$ cat src/rtl/tw_pkg.sv
package tw_pkg;

  typedef enum logic [1:0] {
    SEL_TMR  = 2'd0,
    SEL_CTRL = 2'd1,
    SEL_INT  = 2'd2
  } tw_reg_sel_e;

  localparam int CTRL_W      = 6;
  localparam int BIT_OWNER   = 3;
  localparam int BIT_EDGE    = 4;
  localparam int BIT_SRC     = 5;
  localparam int BIT_FLAG    = 0;
  localparam int BIT_ENABLE  = 1;

endpackage

$ cat src/rtl/tw_ext_sync.sv
module tw_ext_sync #(
  parameter int STAGES = 2
) (
  input  logic clk,
  input  logic rst_n,
  input  logic pin_i,
  input  logic fall_sel_i,
  output logic edge_o
);

  logic [STAGES-1:0] sync_q;
  logic              prev_q;
  logic              cur;

  assign cur = sync_q[STAGES-1];

  always_ff @(posedge clk or negedge rst_n) begin
    if (!rst_n) begin
      sync_q <= '0;
      prev_q <= 1'b0;
    end else begin
      sync_q <= {sync_q[STAGES-2:0], pin_i};
      prev_q <= cur;
    end
  end

  assign edge_o = fall_sel_i ? (prev_q & ~cur) : (~prev_q & cur);

endmodule

$ cat src/rtl/tw_divider.sv
module tw_divider #(
  parameter int W = 8
) (
  input  logic         clk,
  input  logic         rst_n,
  input  logic         clr_i,
  input  logic         step_i,
  input  logic         own_wdt_i,
  input  logic [2:0]   ps_i,
  output logic         hit_o
);

  localparam int MW = W + 1;

  function automatic logic [W-1:0] ratio_mask(input logic own_wdt, input logic [2:0] ps);
    logic [3:0]    sh;
    logic [MW-1:0] r;
    sh = own_wdt ? {1'b0, ps} : ({1'b0, ps} + 4'd1);
    r  = MW'(1) << sh;
    return W'(r - MW'(1));
  endfunction

  function automatic logic is_hit(input logic [W-1:0] c, input logic [W-1:0] m);
    return (c & m) == m;
  endfunction

  logic [W-1:0] cnt_q;
  logic [W-1:0] mask;

  assign mask  = ratio_mask(own_wdt_i, ps_i);
  assign hit_o = step_i && is_hit(cnt_q, mask);

  always_ff @(posedge clk or negedge rst_n) begin
    if (!rst_n)      cnt_q <= '0;
    else if (clr_i)  cnt_q <= '0;
    else if (step_i) cnt_q <= cnt_q + W'(1);
  end

endmodule

$ cat src/rtl/tw_timer8.sv
module tw_timer8 #(
  parameter int W          = 8,
  parameter int HOLD_TICKS = 2
) (
  input  logic         clk,
  input  logic         rst_n,
  input  logic         wr_i,
  input  logic [W-1:0] wr_data_i,
  input  logic         inc_req_i,
  output logic [W-1:0] tmr_o,
  output logic         ovf_o
);

  localparam int HW = $clog2(HOLD_TICKS + 1);

  logic [HW-1:0] hold_q;
  logic [W-1:0]  tmr_q;
  logic          inc_eff;

  assign inc_eff = inc_req_i && (hold_q == '0) && !wr_i;
  assign ovf_o   = inc_eff && (tmr_q == {W{1'b1}});
  assign tmr_o   = tmr_q;

  always_ff @(posedge clk or negedge rst_n) begin
    if (!rst_n)                         hold_q <= '0;
    else if (wr_i)                      hold_q <= HW'(HOLD_TICKS);
    else if (inc_req_i && hold_q != '0) hold_q <= hold_q - HW'(1);
  end

  always_ff @(posedge clk) begin
    if (wr_i)         tmr_q <= wr_data_i;
    else if (inc_eff) tmr_q <= tmr_q + W'(1);
  end

endmodule

$ cat src/rtl/tw_wdt.sv
module tw_wdt #(
  parameter int W = 6
) (
  input  logic         clk,
  input  logic         rst_n,
  input  logic         tick_i,
  input  logic         clr_i,
  output logic         wrap_o,
  output logic [W-1:0] cnt_o
);

  logic [W-1:0] cnt_q;

  assign wrap_o = tick_i && !clr_i && (cnt_q == {W{1'b1}});
  assign cnt_o  = cnt_q;

  always_ff @(posedge clk or negedge rst_n) begin
    if (!rst_n)      cnt_q <= '0;
    else if (clr_i)  cnt_q <= '0;
    else if (tick_i) cnt_q <= cnt_q + W'(1);
  end

endmodule

$ cat src/rtl/tmr_wdt_top.sv
module tmr_wdt_top #(
  parameter int TMR_W       = 8,
  parameter int DIV_W       = 8,
  parameter int WDT_W       = 6,
  parameter int HOLD_TICKS  = 2,
  parameter int SYNC_STAGES = 2
) (
  input  logic             clk,
  input  logic             rst_n,
  input  logic             wr_en_i,
  input  logic [1:0]       wr_addr_i,
  input  logic [TMR_W-1:0] wr_data_i,
  input  logic             tick_i,
  input  logic             ext_clk_i,
  input  logic             sleep_i,
  input  logic             wdt_osc_tick_i,
  input  logic             wdt_clr_i,
  output logic [TMR_W-1:0] tmr_o,
  output logic             ovf_flag_o,
  output logic             irq_o,
  output logic             wdt_timeout_o
);
  import tw_pkg::*;

  logic [CTRL_W-1:0] ctrl_q;
  logic              flag_q, en_q, timeout_q;
  logic              wr_tmr, wr_ctrl, wr_int;
  logic              own_wdt, ext_edge, tmr_evt;
  logic              div_step, div_clr, div_hit;
  logic              tmr_inc_req, tmr_ovf;
  logic              wdt_wrap;
  logic [WDT_W-1:0]  wdt_cnt;

  assign wr_tmr  = wr_en_i && (wr_addr_i == SEL_TMR);
  assign wr_ctrl = wr_en_i && (wr_addr_i == SEL_CTRL);
  assign wr_int  = wr_en_i && (wr_addr_i == SEL_INT);
  assign own_wdt = ctrl_q[BIT_OWNER];

  tw_ext_sync #(.STAGES(SYNC_STAGES)) u_sync (
    .clk(clk), .rst_n(rst_n), .pin_i(ext_clk_i),
    .fall_sel_i(ctrl_q[BIT_EDGE]), .edge_o(ext_edge)
  );

  assign tmr_evt = (ctrl_q[BIT_SRC] ? ext_edge : tick_i) && !sleep_i;

  tw_wdt #(.W(WDT_W)) u_wdt (
    .clk(clk), .rst_n(rst_n), .tick_i(wdt_osc_tick_i),
    .clr_i(wdt_clr_i), .wrap_o(wdt_wrap), .cnt_o(wdt_cnt)
  );

  assign div_step = own_wdt ? wdt_wrap  : tmr_evt;
  assign div_clr  = own_wdt ? wdt_clr_i : wr_tmr;

  tw_divider #(.W(DIV_W)) u_div (
    .clk(clk), .rst_n(rst_n), .clr_i(div_clr), .step_i(div_step),
    .own_wdt_i(own_wdt), .ps_i(ctrl_q[2:0]), .hit_o(div_hit)
  );

  assign tmr_inc_req = own_wdt ? tmr_evt : div_hit;

  tw_timer8 #(.W(TMR_W), .HOLD_TICKS(HOLD_TICKS)) u_tmr (
    .clk(clk), .rst_n(rst_n), .wr_i(wr_tmr), .wr_data_i(wr_data_i),
    .inc_req_i(tmr_inc_req), .tmr_o(tmr_o), .ovf_o(tmr_ovf)
  );

  always_ff @(posedge clk or negedge rst_n) begin
    if (!rst_n) begin
      ctrl_q    <= '1;
      flag_q    <= 1'b0;
      en_q      <= 1'b0;
      timeout_q <= 1'b0;
    end else begin
      if (wr_ctrl) ctrl_q <= wr_data_i[CTRL_W-1:0];
      if (tmr_ovf)     flag_q <= 1'b1;
      else if (wr_int) flag_q <= wr_data_i[BIT_FLAG];
      if (wr_int)  en_q <= wr_data_i[BIT_ENABLE];
      timeout_q <= own_wdt ? div_hit : wdt_wrap;
    end
  end

  assign ovf_flag_o    = flag_q;
  assign irq_o         = flag_q && en_q;
  assign wdt_timeout_o = timeout_q;

endmodule

$ cat config.mk
export PLATFORM = sky130hd
export DESIGN_NAME = tmr_wdt_top
export DESIGN_NICKNAME = d
export VERILOG_FILES = /design/src/rtl/tw_pkg.sv /design/src/rtl/tw_ext_sync.sv /design/src/rtl/tw_divider.sv /design/src/rtl/tw_timer8.sv /design/src/rtl/tw_wdt.sv /design/src/rtl/tmr_wdt_top.sv
export SDC_FILE = /design/constraint.sdc
export NUM_CORES = 1
export LEC_CHECK = 0
export ABC_AREA = 1
export BUFFER_PORTS_ARGS = -buffer_cell sky130_fd_sc_hd__clkbuf_2
export CAP_MARGIN = 40
export CORE_UTILIZATION = 30
export DETAILED_ROUTE_END_ITERATION = 8
export PLACE_DENSITY_LB_ADDON = 0.3
export SYNTH_ARGS = -nofsm -noshare
export SYNTH_HDL_FRONTEND = slang
export SYNTH_SLANG_ARGS = --single-unit
$ cat constraint.sdc
create_clock -name clk -period 2.5 [get_ports clk]
set_input_delay 0.25 -clock clk [delete_from_list [all_inputs] [get_ports clk]]
set_output_delay 0.25 -clock clk [all_outputs]
set_load 0.05 [all_outputs]
==> flow_summary.yaml <==
route:
  drc: 1
  wl_per_cell_um: 11.0
  viasPerCell: 4.65
  drtIter0Drc: 98
  dr.pass1.iters: 8
  wirelength_um: 4260
  ant_nets: 0
  vias: 1805
logic_synthesis:
  synthTopCellsByArea: "dfrtp_1 (27%), edfxtp_1 (12%), nand2_1 (10%)"
  synth_ff_type: "dfrtp_1"
  avgSynthCellArea_um2: 7.85
  synthMuxAreaShare_pct: 0.485
  ys_top_cells_by_count: "nand2_1 (55), inv_1 (41), o21ai_0 (25), nor2_1 (23)"
  synth_async_sr_flop_share_pct: 77.8
  yosys.area.top_type: "dfrtp_1"
  ys_warn_count: 0
  synth_xor_area_share_pct: 2.12
  synth_seq_cells: 36
  synth_top_family_by_area: "simple AND/OR/NAND/NOR gates"
  synthSimpleGateAreaFrac_pct: 29.2
  synth.most_common_cell: "nand2_1"
  syn_inst: 263
  synthesis.nets: 287
  synth_top_area_share_pct: 26.7
  synth_edf_count: 8
  synth_cell_types: 31
  syn_area_mm2: 0.00207
  ys_seq_area_share_pct: 45.9
  synth_compound_area_share_pct: 10.4
  synthAdderAreaFrac_pct: 3.63
global_routing:
  grt_max_degree: 29
  grt_pass1_vias: 1694
  overflow: 0
  antenna_found_initial: 0
  grtUsageTotal_pct: 13.1
  grt_pass1_wl_um: 7450
worst_setup_path:
  cp_num_buf_inv: 1
  worstPathCellList: "ha_4 -> nand2_2 -> nand2_2 -> nand2_4 -> nor2_4 -> nand3_2 -> ha_4 -> nor2_2 -> a21oi_2 -> nand2_1 -> nor2_1 -> nand2_1 -> nand2_2 -> nand3_2 -> nand2_2 -> buf_6"
  worst_setup_path_end_kind: "register"
  slowest_stage: "dfstp_2"
  r2r_slack_ns: 0.07
  cp-start-kind: "register"
  path_delay_family: "simple AND/OR/NAND/NOR gates"
  path_common_cell: "nand2_2"
  cp.required_ns: 2.51
  worstPathArrival_ns: 2.44
  slowest_delay_ns: 0.56
  worst-setup-path-type: "register to register"
  worstPathMaxFanout: 5
timing:
  timing.fmax_mhz: 411
  setup-violations-final: 0
  report.final.hold_viol_count: 8
  finalCritPeriodShare_pct: 97.2
  fin_skew_ns: 0.00293
  worst_hold_slack_ns: -0.00357
  rsz0062_at_grt: "yes"
  slew_headroom_pct: 53.5
  finalMaxSlewViolations: 0
  fin_crit_ns: 2.43
  tightest_slew_ns: 0.698
power:
  leakagePower_uw: 0.00126
  powerDensity_mw_per_mm2: 668
  irDropWorstVdd_v: 0.000273
cells_and_area:
  area_growth_pct: 23.6
  antennaDiodeCount: 0
  layout-drive-gt1-share_pct: 27.7
  nNetsFinal: 334
  design_area_mm2: 0.00255
floorplan:
  coreArea_mm2: 0.00649
  die_y_um: 85.0
  die-width_um: 85.0
  initial_core_util_pct: 31.8
  io_pins: 29
  rows: 29
  die-area_mm2: 0.00722
clock_tree:
  cts.clk_slew.worst_paths_ns: 0.07
  cts_sinks: 36
  cts_tree: "built"
  h-tree-depth: 2
  cts_buffer_depth: 2
  cts_buffers: 5
  insertion_delay_ns: 0.29
  clockRootBuffer: "clkbuf_8"
place:
  place_congestion: 0.841
  numPortBuffers: 28
  hpwl_um: 3310
  place_area_mm2: 0.00237
status:
  violations: "DRC, hold timing"
  status: "finished, violations left"
flow_run:
  cap_violations: 0
hold_path:
  hold_class: "primary input to async pin"
## placed cells by master, fill, tap and decap left out, types with 2 or more instances in the layout
cell type  count
inv_2          3
nor3_1         4
buf_6          3
dfstp_2        6
nand3_1       20
xor2_1         2
ha_4           2
nor2_2         2
a21oi_1       11
edfxtp_1       8
nor2_1        22
a21oi_2        2
or2_2          2
clkinv_2       2
buf_4         11
dfrtp_1       22
o21ai_0       25
nand2_1       52
inv_1         39
ha_1           4
nand4_1        7
clkbuf_2      28
nand3_2        4
clkbuf_8       5
nand2_4        2
nand2_2       10
xnor2_1        3
## stage by stage
stage	setup TNS, ns	instances	total power (uW)	utilization [%]	worst slack, ns
2_1_floorplan	0	263	1090	-	0.0105
3_3_place_gp	0	376	1230	36.5	0.00400
3_5_place_dp	-0.00127	376	1240	36.5	-0.000354
4_1_cts	0	384	1670	38.1	0.0203
5_1_grt	-0.511	388	1840	39.3	-0.0662
6_report	0	388	1710	39.3	0.0694
## worst register-to-register path: cells and delay by family (launching register included)
family,cells,cell delay [ns]
flops,1,0.56
compound gates,1,0.09
simple gates,12,0.98
buf+inv,1,0.12
fa+ha+maj,2,0.41
## sequential cells by signal, indices dropped and copies added (netlist names)
register       cells
ctrl_q             6
en_q               1
ovf_flag_o         1
u_div.cnt_q        8
u_sync.prev_q      1
u_sync.sync_q      2
u_tmr.hold_q       2
u_tmr.tmr_o        8
u_wdt.cnt_o        6
wdt_timeout_o      1
## kinds of logic after synthesis
group | count (synthesis)
adders and majority gates | 6
xor gates and xnor gates | 5
buffers and inverters | 45
muxes | 1
DFF | 36
AOI/OAI and AO/OA | 41
and+or+nand+nor | 129
## where the power goes
part           leakage [uW]  internal, uW  switching (uW)  total, uW
clock network     0.0000479           194             209        403
registers          0.000425           677            51.9        729
logic              0.000784           233             342        574
## final timing paths
path / startpoint / endpoint / depth (start not counted)
max: ctrl_q[1] / u_tmr.tmr_o[7] / 16
max in group asynchronous: rst_n / u_sync.prev_q / 1
min: rst_n / u_div.cnt_q[5] / 1
min in group clk: ext_clk_i / u_sync.sync_q[0] / 1
min reg2reg: u_sync.sync_q[0] / u_sync.sync_q[1] / 0
max reg2reg: ctrl_q[1] / u_tmr.tmr_o[7] / 16
## repair_timing
item	4_1_cts	5_1_grt
endpoints found under the setup margin	8	11
setup buffers	0	4
resized for setup	6	11
hold buffers	0	0
pin swaps	0	5
gates cloned	0	0
## final cells by class
type                            count  area (um^2)
Tap cell                           77         96.3
Inverter                           43          164
Clock buffer                        5         68.8
Clock inverter                      3         18.8
Sequential cell                    36          948
Multi-Input combinational cell    182         1000
Timing Repair Buffer               42          256
Fill cell                         656         3940
## layer usage
layer | GRT usage, % | vias up | part of all wire (%)
met3 | 3.02 | 6 | 2.1
met5 | 0 | - | 0
met4 | 5.24 | 0 | 1.7
li1 | - | 942 | -
met1 | 17.2 | 837 | 50
met2 | 20.9 | 20 | 46
(Power assumes the default switching activity.)
